**config.mk**
```make
export PLATFORM = sky130hd
export DESIGN_NAME = wpc_cache
export DESIGN_NICKNAME = d
export VERILOG_FILES = /design/src/rtl/wpc_pkg.sv /design/src/rtl/wpc_tag_store.sv /design/src/rtl/wpc_data_store.sv /design/src/rtl/wpc_victim_rr.sv /design/src/rtl/wpc_cache.sv
export SDC_FILE = /design/constraint.sdc
export NUM_CORES = 1
export LEC_CHECK = 0
export BUFFER_PORTS_ARGS = -buffer_cell sky130_fd_sc_hd__buf_2
export CORE_MARGIN = 1
export CORE_UTILIZATION = 56
export DETAILED_ROUTE_END_ITERATION = 8
export PLACE_DENSITY = 0.74
export RECOVER_POWER = 25
export SETUP_SLACK_MARGIN = 0.4
export SLEW_MARGIN = 20
export SYNTH_ARGS = -nofsm -noshare
export SYNTH_HDL_FRONTEND = slang
export SYNTH_SLANG_ARGS = --single-unit
export TNS_END_PERCENT = 50
```
**constraint.sdc**
```tcl
create_clock -name clk -period 3.8 [get_ports clk]
set_input_delay 0.19 -clock clk [delete_from_list [all_inputs] [get_ports clk]]
set_output_delay 0.19 -clock clk [all_outputs]
set_load 0.02 [all_outputs]
```
**src/rtl/wpc_pkg.sv**
```systemverilog
// Shared types for the write-policy cache controller.
// Assumes: all users import this package before use.
package wpc_pkg;

    typedef enum logic [1:0] {
        POL_THROUGH = 2'd0,
        POL_BACK    = 2'd1,
        POL_AROUND  = 2'd2
    } policy_e;

    typedef enum logic [2:0] {
        ST_IDLE  = 3'd0,
        ST_EVICT = 3'd1,
        ST_FILL  = 3'd2,
        ST_DONE  = 3'd3,
        ST_MEMW  = 3'd4
    } state_e;

    typedef enum logic [1:0] {
        TAG_NOP   = 2'd0,
        TAG_FILL  = 2'd1,
        TAG_DIRTY = 2'd2,
        TAG_INVAL = 2'd3
    } tag_op_e;

endpackage

```
**src/rtl/wpc_tag_store.sv**
```systemverilog
// Tag, valid and modified storage with a parallel tag compare per way.
// Assumes: SETS and WAYS are powers of two, WAYS >= 2, SETS >= 2.
// One update per cycle, selected by upd_op, on the way given by upd_way.
module wpc_tag_store
    import wpc_pkg::*;
#(
    parameter int TAG_W = 6,
    parameter int SETS  = 4,
    parameter int WAYS  = 2
) (
    input  logic                        clk,
    input  logic                        rst_n,
    input  logic [$clog2(SETS)-1:0]     lk_set,
    input  logic [TAG_W-1:0]            lk_tag,
    input  tag_op_e                     upd_op,
    input  logic [$clog2(WAYS)-1:0]     upd_way,
    output logic [WAYS-1:0]             hit_vec,
    output logic [WAYS-1:0]             valid_vec,
    output logic [WAYS-1:0]             dirty_vec,
    output logic [WAYS-1:0][TAG_W-1:0]  set_tags
);

    logic [TAG_W-1:0] tag_q   [SETS][WAYS];
    logic [WAYS-1:0]  valid_q [SETS];
    logic [WAYS-1:0]  dirty_q [SETS];

    // Tag field: written when a fill completes, needs no reset.
    always_ff @(posedge clk) begin
        if (upd_op == TAG_FILL) begin
            tag_q[lk_set][upd_way] <= lk_tag;
        end
    end

    // Valid and modified flags: cleared by reset, changed by fill, write and invalidate.
    always_ff @(posedge clk) begin
        if (!rst_n) begin
            for (int s = 0; s < SETS; s++) begin
                valid_q[s] <= '0;
                dirty_q[s] <= '0;
            end
        end else begin
            case (upd_op)
                TAG_FILL: begin
                    valid_q[lk_set][upd_way] <= 1'b1;
                    dirty_q[lk_set][upd_way] <= 1'b0;
                end
                TAG_DIRTY: dirty_q[lk_set][upd_way] <= 1'b1;
                TAG_INVAL: begin
                    valid_q[lk_set][upd_way] <= 1'b0;
                    dirty_q[lk_set][upd_way] <= 1'b0;
                end
                default: ;
            endcase
        end
    end

    assign valid_vec = valid_q[lk_set];
    assign dirty_vec = dirty_q[lk_set];

    // One comparator per way, all working on the addressed set at once.
    for (genvar w = 0; w < WAYS; w++) begin : g_way
        assign set_tags[w] = tag_q[lk_set][w];
        assign hit_vec[w]  = valid_q[lk_set][w] && (tag_q[lk_set][w] == lk_tag);
    end

endmodule

```
**src/rtl/wpc_data_store.sv**
```systemverilog
// Word storage for all lines, one write port and one combinational read port.
// Assumes: SETS, WAYS and WORDS are powers of two.
module wpc_data_store #(
    parameter int DATA_W = 16,
    parameter int SETS   = 4,
    parameter int WAYS   = 2,
    parameter int WORDS  = 4
) (
    input  logic                     clk,
    input  logic                     wr_en,
    input  logic [$clog2(SETS)-1:0]  set_sel,
    input  logic [$clog2(WAYS)-1:0]  wr_way,
    input  logic [$clog2(WORDS)-1:0] wr_word,
    input  logic [DATA_W-1:0]        wr_data,
    input  logic [$clog2(WAYS)-1:0]  rd_way,
    input  logic [$clog2(WORDS)-1:0] rd_word,
    output logic [DATA_W-1:0]        rd_data
);

    localparam int DEPTH = SETS * WAYS * WORDS;

    logic [DATA_W-1:0] word_q [DEPTH];

    // Store one word per cycle at {set, way, word}.
    always_ff @(posedge clk) begin
        if (wr_en) begin
            word_q[{set_sel, wr_way, wr_word}] <= wr_data;
        end
    end

    assign rd_data = word_q[{set_sel, rd_way, rd_word}];

endmodule

```
**src/rtl/wpc_victim_rr.sv**
```systemverilog
// Replacement unit: lowest invalid way first, otherwise a per-set round-robin pointer.
// Assumes: WAYS is a power of two so the pointer wraps by width.
module wpc_victim_rr #(
    parameter int SETS = 4,
    parameter int WAYS = 2
) (
    input  logic                    clk,
    input  logic                    rst_n,
    input  logic [$clog2(SETS)-1:0] q_set,
    input  logic [WAYS-1:0]         valid_vec,
    input  logic                    adv_en,
    input  logic [$clog2(WAYS)-1:0] adv_way,
    output logic [$clog2(WAYS)-1:0] victim
);

    localparam int WAY_W = $clog2(WAYS);

    logic [WAY_W-1:0] ptr_q [SETS];

    // Pointer moves to the way after the one just filled.
    always_ff @(posedge clk) begin
        if (!rst_n) begin
            for (int s = 0; s < SETS; s++) begin
                ptr_q[s] <= '0;
            end
        end else if (adv_en) begin
            ptr_q[q_set] <= adv_way + WAY_W'(1);
        end
    end

    // Choose the lowest invalid way, else the round-robin way.
    always_comb begin
        victim = ptr_q[q_set];
        for (int w = WAYS - 1; w >= 0; w--) begin
            if (!valid_vec[w]) begin
                victim = WAY_W'(w);
            end
        end
    end

endmodule

```
**src/rtl/wpc_cache.sv**
```systemverilog
// Set-associative cache controller with write-through, write-back and write-around.
// Assumes: the host holds a request stable until req_ack; cfg_policy changes only
// while no request is pending; WORDS, SETS, WAYS are powers of two, each >= 2.
module wpc_cache
    import wpc_pkg::*;
#(
    parameter int ADDR_W = 10,
    parameter int DATA_W = 16,
    parameter int WAYS   = 2,
    parameter int SETS   = 4,
    parameter int WORDS  = 4,
    parameter int CNT_W  = 16
) (
    input  logic              clk,
    input  logic              rst_n,
    input  logic [1:0]        cfg_policy,
    input  logic              req_valid,
    input  logic              req_write,
    input  logic [ADDR_W-1:0] req_addr,
    input  logic [DATA_W-1:0] req_wdata,
    output logic              req_ack,
    output logic [DATA_W-1:0] req_rdata,
    output logic              mem_req,
    output logic              mem_we,
    output logic [ADDR_W-1:0] mem_addr,
    output logic [DATA_W-1:0] mem_wdata,
    input  logic              mem_ready,
    input  logic [DATA_W-1:0] mem_rdata,
    output logic [CNT_W-1:0]  hit_count,
    output logic [CNT_W-1:0]  miss_count
);

    localparam int OFF_W = $clog2(WORDS);
    localparam int SET_W = $clog2(SETS);
    localparam int WAY_W = $clog2(WAYS);
    localparam int TAG_W = ADDR_W - SET_W - OFF_W;
    localparam logic [OFF_W-1:0] LAST_BEAT = OFF_W'(WORDS - 1);

    state_e            state, state_d, after_q, after_d;
    logic [ADDR_W-1:0] cur_addr;
    logic [DATA_W-1:0] cur_wdata;
    logic              cur_write;
    logic [WAY_W-1:0]  way_q, way_d;
    logic [TAG_W-1:0]  vtag_q, vtag_d;
    logic [OFF_W-1:0]  beat_q, beat_d;
    logic [CNT_W-1:0]  hit_q, miss_q;

    logic [ADDR_W-1:0] lk_addr;
    logic [OFF_W-1:0]  lk_off;
    logic [SET_W-1:0]  lk_set;
    logic [TAG_W-1:0]  lk_tag;

    logic [WAYS-1:0]             hit_vec, valid_vec, dirty_vec;
    logic [WAYS-1:0][TAG_W-1:0]  set_tags;
    logic                        hit_any;
    logic [WAY_W-1:0]            hit_way, victim;

    tag_op_e           t_op;
    logic [WAY_W-1:0]  t_way;
    logic              d_we;
    logic [WAY_W-1:0]  d_way, rd_way;
    logic [OFF_W-1:0]  d_word, rd_word;
    logic [DATA_W-1:0] d_wdata, rd_data;
    logic              cap, hit_inc, miss_inc, adv;
    logic              is_back, is_around;
    logic              evict_busy;

    // Address fields of the request being looked up or served.
    assign lk_addr = (state == ST_IDLE) ? req_addr : cur_addr;
    assign lk_off  = lk_addr[OFF_W-1:0];
    assign lk_set  = lk_addr[OFF_W +: SET_W];
    assign lk_tag  = lk_addr[ADDR_W-1 -: TAG_W];

    assign is_back   = (cfg_policy == POL_BACK);
    assign is_around = (cfg_policy == POL_AROUND);
    assign hit_any   = |hit_vec;
    assign evict_busy = (state == ST_EVICT);

    // Encode the one-hot hit vector into a way number.
    always_comb begin
        hit_way = '0;
        for (int w = 0; w < WAYS; w++) begin
            if (hit_vec[w]) begin
                hit_way = WAY_W'(w);
            end
        end
    end

    wpc_tag_store #(
        .TAG_W (TAG_W),
        .SETS  (SETS),
        .WAYS  (WAYS)
    ) u_tags (
        .clk       (clk),
        .rst_n     (rst_n),
        .lk_set    (lk_set),
        .lk_tag    (lk_tag),
        .upd_op    (t_op),
        .upd_way   (t_way),
        .hit_vec   (hit_vec),
        .valid_vec (valid_vec),
        .dirty_vec (dirty_vec),
        .set_tags  (set_tags)
    );

    wpc_data_store #(
        .DATA_W (DATA_W),
        .SETS   (SETS),
        .WAYS   (WAYS),
        .WORDS  (WORDS)
    ) u_data (
        .clk     (clk),
        .wr_en   (d_we),
        .set_sel (lk_set),
        .wr_way  (d_way),
        .wr_word (d_word),
        .wr_data (d_wdata),
        .rd_way  (rd_way),
        .rd_word (rd_word),
        .rd_data (rd_data)
    );

    wpc_victim_rr #(
        .SETS (SETS),
        .WAYS (WAYS)
    ) u_victim (
        .clk       (clk),
        .rst_n     (rst_n),
        .q_set     (lk_set),
        .valid_vec (valid_vec),
        .adv_en    (adv),
        .adv_way   (way_q),
        .victim    (victim)
    );

    // Sequencer: lookup, copy-back, fill, finish and memory write decisions.
    always_comb begin
        state_d   = state;
        after_d   = after_q;
        way_d     = way_q;
        vtag_d    = vtag_q;
        beat_d    = beat_q;
        req_ack   = 1'b0;
        mem_req   = 1'b0;
        mem_we    = 1'b0;
        mem_addr  = '0;
        mem_wdata = '0;
        d_we      = 1'b0;
        d_way     = way_q;
        d_word    = beat_q;
        d_wdata   = mem_rdata;
        t_op      = TAG_NOP;
        t_way     = way_q;
        rd_way    = way_q;
        rd_word   = lk_off;
        cap       = 1'b0;
        hit_inc   = 1'b0;
        miss_inc  = 1'b0;
        adv       = 1'b0;
        case (state)
            ST_IDLE: begin
                rd_way = hit_way;
                if (req_valid) begin
                    cap = 1'b1;
                    if (hit_any && (!req_write || is_back)) begin
                        // Read hit, or write-back write hit: answer now.
                        req_ack = 1'b1;
                        hit_inc = 1'b1;
                        if (req_write) begin
                            d_we    = 1'b1;
                            d_way   = hit_way;
                            d_word  = lk_off;
                            d_wdata = req_wdata;
                            t_op    = TAG_DIRTY;
                            t_way   = hit_way;
                        end
                    end else if (!req_write || is_back) begin
                        // Allocating miss: copy back a modified victim, then fill.
                        miss_inc = 1'b1;
                        way_d    = victim;
                        vtag_d   = set_tags[victim];
                        beat_d   = '0;
                        after_d  = ST_FILL;
                        state_d  = (valid_vec[victim] && dirty_vec[victim]) ? ST_EVICT : ST_FILL;
                    end else if (is_around) begin
                        // Write-around: memory only, drop any cached copy.
                        state_d = ST_MEMW;
                        if (hit_any) begin
                            hit_inc = 1'b1;
                            way_d   = hit_way;
                            vtag_d  = lk_tag;
                            beat_d  = '0;
                            after_d = ST_MEMW;
                            if (dirty_vec[hit_way]) begin
                                state_d = ST_EVICT;
                            end else begin
                                t_op  = TAG_INVAL;
                                t_way = hit_way;
                            end
                        end else begin
                            miss_inc = 1'b1;
                        end
                    end else begin
                        // Write-through: update a cached copy, then memory.
                        state_d = ST_MEMW;
                        if (hit_any) begin
                            hit_inc = 1'b1;
                            d_we    = 1'b1;
                            d_way   = hit_way;
                            d_word  = lk_off;
                            d_wdata = req_wdata;
                        end else begin
                            miss_inc = 1'b1;
                        end
                    end
                end
            end
            ST_EVICT: begin
                mem_req   = 1'b1;
                mem_we    = 1'b1;
                mem_addr  = {vtag_q, lk_set, beat_q};
                rd_word   = beat_q;
                mem_wdata = rd_data;
                if (mem_ready) begin
                    beat_d = beat_q + OFF_W'(1);
                    if (beat_q == LAST_BEAT) begin
                        state_d = after_q;
                        if (after_q == ST_MEMW) begin
                            t_op = TAG_INVAL;
                        end
                    end
                end
            end
            ST_FILL: begin
                mem_req  = 1'b1;
                mem_addr = {lk_tag, lk_set, beat_q};
                if (mem_ready) begin
                    d_we   = 1'b1;
                    d_word = beat_q;
                    beat_d = beat_q + OFF_W'(1);
                    if (beat_q == LAST_BEAT) begin
                        t_op    = TAG_FILL;
                        adv     = 1'b1;
                        state_d = ST_DONE;
                    end
                end
            end
            ST_DONE: begin
                req_ack = 1'b1;
                if (cur_write) begin
                    d_we    = 1'b1;
                    d_word  = lk_off;
                    d_wdata = cur_wdata;
                    t_op    = TAG_DIRTY;
                end
                state_d = ST_IDLE;
            end
            ST_MEMW: begin
                mem_req   = 1'b1;
                mem_we    = 1'b1;
                mem_addr  = cur_addr;
                mem_wdata = cur_wdata;
                if (mem_ready) begin
                    req_ack = 1'b1;
                    state_d = ST_IDLE;
                end
            end
            default: state_d = ST_IDLE;
        endcase
    end

    assign req_rdata = rd_data;

    // Sequencer registers and the captured request.
    always_ff @(posedge clk) begin
        if (!rst_n) begin
            state     <= ST_IDLE;
            after_q   <= ST_FILL;
            way_q     <= '0;
            vtag_q    <= '0;
            beat_q    <= '0;
            cur_addr  <= '0;
            cur_wdata <= '0;
            cur_write <= 1'b0;
        end else begin
            state   <= state_d;
            after_q <= after_d;
            way_q   <= way_d;
            vtag_q  <= vtag_d;
            beat_q  <= beat_d;
            if (cap) begin
                cur_addr  <= req_addr;
                cur_wdata <= req_wdata;
                cur_write <= req_write;
            end
        end
    end

    // Lookup outcome counters.
    always_ff @(posedge clk) begin
        if (!rst_n) begin
            hit_q  <= '0;
            miss_q <= '0;
        end else begin
            if (hit_inc)  hit_q  <= hit_q + CNT_W'(1);
            if (miss_inc) miss_q <= miss_q + CNT_W'(1);
        end
    end

    assign hit_count  = hit_q;
    assign miss_count = miss_q;

endmodule

```
==> results of run 1 <==
-- cells by family (layout without fill, tap and decap cells) --
family / count (synthesis) / in the layout / share of synthesized area
AOI/OAI and AO/OA: 425 / 425 / 0.0983
xor gates and xnor gates: 38 / 38 / 0.0118
adders and majority gates: 3 / 3 / 0.00126
buffers and inverters: 183 / 621 / 0.0269
DFF: 653 / 653 / 0.630
muxes: 386 / 386 / 0.148
and+or+nand+nor: 508 / 508 / 0.0830
-- critical path, cell delays in order, from the launching register on --
cell and delay (ps):
dfxtp_4 370, or3_4 440, mux2i_4 210, a221oi_2 200
o221ai_2 140, or4_4 590, nor3_4 260, buf_12 160
buf_12 140, buf_4 140, a221oi_1 90, nor2_2 220
and4_4 300, a22o_1 160, buf_6 120
-- state kept, by name, summed over array words and instances, names as in the netlist, 3 cells and up --
name            flops
hit_count          16
vtag_q              6
u_tags.tag_q       48
state               3
miss_count         16
u_data.word_q     512
u_tags.valid_q      8
cur_addr           10
cur_wdata          16
u_tags.dirty_q      8
u_victim.ptr_q      4
-- layer usage --
| metal | global-route usage | vias to the layer above |
|---|---|---|
| met1 | 0.419 | 10800 |
| met4 | 0.164 | 0 |
| li1 | - | 9232 |
| met3 | 0.0587 | 345 |
| met5 | 0 | - |
| met2 | 0.511 | 1591 |
-- cell type report --
type	count	area [um^2]	share of cell area
timing repair buffer	460	5230	0.136
multi-input combinational	1360	11300	0.293
clock inverter	37	375	0.00972
inverter	35	131	0.00340
sequential	653	18900	0.488
tap	688	861	0.0223
clock buffer	89	1830	0.0475
-- power by group through the flow --
stage | Sequential [mW] | Combinational (mW) | Clock (mW)
after floorplan | 8.34 | 6.75 | 0
after global placement | 8.40 | 10.7 | 0
after detailed placement | 8.41 | 10.9 | 0
after CTS | 8.27 | 12.5 | 6.64
after global routing | 8.30 | 15.0 | 6.94
final | 8.29 | 14.5 | 6.64
-- cell usage after synthesis (5+ instances only) --
library cell,instances,share of area
a21oi_1,89,0.015
a211oi_1,43,0.011
buf_2,35,0.0059
o31ai_1,5,0.0013
and3_1,10,0.0021
nand2_1,160,0.020
o21ai_1,8,0.0013
dfxtp_1,76,0.051
or3_1,10,0.0021
a21boi_0,42,0.011
mux4_2,42,0.032
buf_4,5,0.0013
mux2i_1,315,0.11
mux2_2,26,0.0098
nor2_1,120,0.015
nand3_1,57,0.0095
a221oi_1,16,0.0047
buf_6,7,0.0026
a222oi_1,16,0.0054
and4_1,17,0.0050
buf_1,21,0.0026
xnor2_1,22,0.0064
edfxtp_1,577,0.58
inv_1,33,0.0041
nor2b_1,32,0.0067
xor2_1,15,0.0044
o211ai_1,19,0.0048
a22oi_1,23,0.0058
nor3_1,12,0.0020
nand4_1,11,0.0023
o21ai_0,86,0.014
clkbuf_1,79,0.0099
a22o_1,17,0.0050
and2_1,34,0.0071
a2111oi_0,6,0.0018
nand2b_1,27,0.0056
-- how the worst max path moves through the flow --
stage	startpoint	to	slack (ps)	cells after the start
after global placement	cur_addr[2]	u_data.word_q[27][7]	-250	12
after detailed placement	cur_addr[2]	u_data.word_q[10][6]	-290	13
after floorplan	state[0]	u_data.word_q[0][10]	170	14
after CTS	cur_addr[2]	mem_wdata[1]	-470	13
after global routing	state[1]	mem_wdata[5]	-680	16
final	state[0]	mem_wdata[9]	-560	14
-- timing repair --
| item | in CTS | in global routing |
|---|---|---|
| resized for setup | 163 | 152 |
| pin swaps | 21 | 76 |
| hold buffers | 26 | 0 |
| setup endpoints to repair | 1165 | 1172 |
| cloned | 10 | 7 |
| buffers inserted | 33 | 54 |
| hold endpoints to repair | 27 | 0 |
-- stage by stage --
stage / std cells / util / power, mW / worst slack, ps / cell area (um^2)
detailed placement: 3066 / 0.640 / 19.3 / -285 / 33700
CTS: 3261 / 0.708 / 27.4 / -465 / 37300
finish: 3322 / 0.734 / 29.4 / -555 / 38600
floorplan: 2196 / - / 15.1 / 173 / 30200
global route: 3322 / 0.734 / 30.2 / -680 / 38600
global placement: 3066 / 0.640 / 19.1 / -247 / 33700
==> results.toml, run 1 <==
[status]
status = "finished, violations left"
violations = "negative setup slack"

[power]
combPwrFrac = 0.492
max-vdd-ir-drop_uv = 565
pwr-share-clk = 0.226
power_frac_seq = 0.282
power.switching_mw = 11.1
powerDensity_mw_per_mm2 = 761
p_leak_nw = 14.0
power.internal_mw = 18.3
p_sw_frac = 0.379

[run]
maxCapViolations = 0

[sta]
fin_ws_ps = -555
setup_tns_ps = -334200
relSlewSlack = 0.406
timing.fmax_ghz = 0.230
hold_violations = 0
worstMarginPinSlew_ps = 891
fin_crit_sh = 1.15
min_period_ps = 4360
hold_ws_ps = 65.4
slew_violations = 0
rsz0062_at_grt = "true"
setup_viol = 1098
skew_ps = 35.9

[synthesis]
avgSynthCellArea_um2 = 13.6
netlist_instances = 2196
async_flop_share = 0
synth_cell_type_count = 91
ys_warn_count = 0
synthesis.area_mm2 = 0.0299
ys_seq_area_frac = 0.630
synth_edf_count = 577
syn_nets = 2248
synth_flop_cell = "edfxtp_1"
synth_seq_cells = 653

[worst_setup_path]
reg2reg_depth = 14
r2r_start = "state[0]"
worst-endpoint-arrival_ps = 4170
cp.required_ps = 3610
r2r_end = "u_data.word_q[8][7]"
worstSetupStartpointType = "flop"
worst_setup_path_end_kind = "output pin"
worstSetupPathType = "reg2out"
cp_max_fo = 5
r2r_setup_slack_ps = -490

[worst_hold_path]
hold_path.class = "in2reg"
hp-start = "req_valid"
whs_path_depth = 3
min_to = "vtag_q[4]"

[drt]
dr_total_vias = 21900
drc = 0
wirelength_mm = 92.8
wl_met3_mm = 9.67
first_pass_iters = 7
drtIter0Drc = 2748
viasPerCell = 6.61
ant_nets = 0
highest_layer = "met4"
wl_per_cell_um = 27.9
met1_length_mm = 33.5
wl_met2_mm = 44.3

[finish]
num-fill-cells = 3042
layout-drive-gt1-share = 0.290
final_nets = 2631
final_cell_mix = "edfxtp_1, mux2i_1, nand2_1"
syn2layout_area_growth_pct = 29.2
diodes = 0
final_common_cell = "edfxtp_1"

[floorplanning]
start_util = 0.568
die_area_mm2 = 0.0543
ios = 126
fp-row-count = 84
core-area_mm2 = 0.0527
die_y_um = 233
fp.dieW_um = 233

[cts]
cts_sinks = 653
clk_pin_slew_ps = 60
cts_made_buffers = 69
clk_latency_ps = 630
root_buffer = "clkbuf_16"
htree_levels = 3
clockBufferDepth = 3
cts_tree = "built"

[grt]
grt_max_degree = 100
track_usage = 0.320
grt_pass1_wl_mm = 128
grt_overflow = 0
grt_pass1_vias = 20700
antenna_found_initial = 1

[placed_design]
gp_congestion = 0.923
place_hpwl_mm = 53.7
portBuffers = 125
Power figures use the tool's default switching activity.
==> inputs of run 2 (changes only) <==
--- a/config.mk
+++ b/config.mk
@@ -5,6 +5,7 @@
 export SDC_FILE = /design/constraint.sdc
 export NUM_CORES = 1
 export LEC_CHECK = 0
+export ABC_AREA = 1
 export BUFFER_PORTS_ARGS = -buffer_cell sky130_fd_sc_hd__buf_2
 export CORE_MARGIN = 1
 export CORE_UTILIZATION = 56
==> run 2 against run 1 <==
The run still ends with negative setup slack left; largest cell class unchanged; non-clock buffer count is 97 lower; power grew 3.4%; hold slack improved by 66 ps; synthesized cell count up 25%; global-route usage rose by 0.20 points; count of clock-buffer cells in the layout decreased by 9.
==> results.toml, run 2 <==
[status]
status = "finished, violations left"
violations = "negative setup slack"

[synthesis]
async_flop_share = 0
avgSynthCellArea_um2 = 10.7
yosys.area.top_type_share = 0.591
ys_warn_count = 0
synth_flop_cell = "edfxtp_1"
synth_edf_count = 577
synth_cell_type_count = 54
ys_top_cells_by_count = "edfxtp_1, nand2_1, inv_1"
syn_nets = 2792
yosysTopAreaCell = "edfxtp_1"
synth.most_common_cell = "edfxtp_1"
netlist_instances = 2740
synth_seq_cells = 653
synthTopCellsByArea = "edfxtp_1, nand2_1, o211ai_1"
ys_seq_area_frac = 0.643
synthesis.area_mm2 = 0.0293

[worst_setup_path]
reg2reg_depth = 21
r2r_end = "u_data.word_q[16][9]"
cp_num_buf_inv = 3
crit_path_top_delay_cell = "o211ai_1"
worst_path_most_repeated_cell = "nand2_1"
cp_max_fo = 16
worstSetupPathType = "reg2out"
r2r_setup_slack_ps = 20
r2r_start = "state[2]"
cp.required_ps = 3610
critPathTopFamily = "simple AND/OR/NAND/NOR gates"
worst_setup_path_end_kind = "output pin"
worst-endpoint-arrival_ps = 3960
worstSetupStartpointType = "flop"
path_cells = "nor2_4 > nand2_4 > nand2_8 > buf_4 > nand3_1 > nand2_1 > nand2_1 > nand2_1 > nand2_1 > nand2_1 > nor2_1 > nand2_2 > nor2_4 > nand2_4 > nand2_8 > bufbuf_16 > o211ai_1 > nand4_1 > nand2_1 > nand2_1 > buf_2"
max_stage_delay_ps = 530

[drt]
ant_nets = 0
wl_per_cell_um = 23.2
wirelength_mm = 86.6
viasPerCell = 6.19
dr_total_vias = 23200
drc = 0
first_pass_iters = 6
drtIter0Drc = 2880

[floorplanning]
start_util = 0.569
fp-row-count = 83
ios = 126
core-area_mm2 = 0.0515
die_area_mm2 = 0.0532
die_y_um = 231
fp.dieW_um = 231

[grt]
grt_pass1_wl_mm = 129
grt_pass1_vias = 22300
grt_overflow = 0
antenna_found_initial = 2
track_usage = 0.322
grt_max_degree = 123

[cts]
clockBufferDepth = 3
cts_tree = "built"
htree_levels = 3
cts_made_buffers = 67
cts_sinks = 653
clk_pin_slew_ps = 60
root_buffer = "clkbuf_16"
clk_latency_ps = 610

[worst_hold_path]
whs_path_depth = 6
hp-start = "mem_ready"
hold_path.class = "in2reg"
min_to = "state[2]"

[finish]
final_nets = 3059
final_cell_mix = "edfxtp_1, nand2_1, inv_1"
post-route-util = 0.692
stdcell_area_mm2 = 0.0356
layout-drive-gt1-share = 0.175
syn2layout_area_growth_pct = 21.6
final_common_cell = "edfxtp_1"
top_register = "u_data.word_q"
largest_registers = "u_data.word_q: 512 flops, u_tags.tag_q: 48 flops"
largest_register_ff_count = 512
num-fill-cells = 3603

[power]
pwr-share-clk = 0.211
power.switching_mw = 12.6
power_frac_seq = 0.315
powerDensity_mw_per_mm2 = 853
p_total_mw = 30.4
p_sw_frac = 0.414
p_leak_nw = 13.3
max-vdd-ir-drop_uv = 603
power.internal_mw = 17.8
combPwrFrac = 0.474

[placed_design]
gp_congestion = 0.961
dp_slack_ps = -24.2
place_area_mm2 = 0.0320
portBuffers = 125
place_hpwl_mm = 52.1

[sta]
fin_ws_ps = -351
min_period_ps = 4150
fin_crit_sh = 1.09
slew_violations = 0
skew_ps = 33.6
worstMarginPinSlew_ps = 1040
rsz0062_at_grt = "true"
setup_viol = 32
timing.fmax_ghz = 0.241
hold_violations = 0
relSlewSlack = 0.299

[run]
maxCapViolations = 0
run 2: power by group through the flow:
stage,combinational (mW),clock [mW],sequential (mW)
final,14.4,6.42,9.57
after global routing,15.1,6.77,9.59
after global placement,12.1,0,9.70
after CTS,13.6,6.47,9.56
after detailed placement,12.4,0,9.71
after floorplan,6.99,0,9.72
run 2: kinds of logic after synthesis:
kind of cell    count (synthesis)  share of synthesized area
fa+ha+maj                       3                    0.00128
simple gates                  906                      0.132
flops                         653                      0.643
compound gates                722                      0.161
buf+inv                       450                     0.0612
xor+xnor                        6                    0.00179
run 2: area by class of cell:
type                            count  area, um^2  area share
Sequential cell                   653       18900       0.529
Multi-Input combinational cell   1639        9230       0.259
Timing Repair Buffer              363        3500      0.0981
Clock buffer                       80        1790      0.0502
Inverter                          283        1070      0.0299
Tap cell                          680         851      0.0239
Clock inverter                     42         349     0.00980
Antenna cell                        1        2.50   0.0000702
run 2: worst min-delay path: cells and delay by family:
kind,cells,cell delay [ps]
compound gates,3,230
simple gates,1,110
buf+inv,2,170
run 2: repair_timing:
action | CTS | global route
hold buffers | 27 | 0
resized for setup | 101 | 54
endpoints found under the setup margin | 1037 | 1139
setup buffers | 19 | 17
cloned | 6 | 6
pin swaps | 36 | 32
hold endpoints to repair | 27 | 0
run 2: stage by stage:
stage          TNS, ps  hold WS [ps]  cells
6_report         -6480           132   3741
3_3_place_gp         0           440   3543
2_1_floorplan        0           325   2740
3_5_place_dp      -259           457   3543
4_1_cts          -4150          99.4   3717
5_1_grt         -46860           153   3741
run 2: worst max-delay path by stage:
stage,start,endpoint,slack [ps],cells past startpoint
6_report,state[2],mem_wdata[2],-350,21
5_1_grt,state[2],mem_wdata[1],-480,22
4_1_cts,state[1],mem_wdata[6],-250,23
3_5_place_dp,state[2],u_data.word_q[10][7],-20,22
3_3_place_gp,state[2],mem_wdata[12],20,16
2_1_floorplan,state[0],u_data.word_q[0][0],300,22
run 2: per-layer routing:
layer	vias up	wire, um	part of all wire	GRT usage
met2	1419	41500	0.48	0.525
li1	10400	-	-	-
met4	2	5090	0.059	0.172
met3	283	7750	0.090	0.0624
met1	11100	32300	0.37	0.407
met5	-	12	0.00014	0
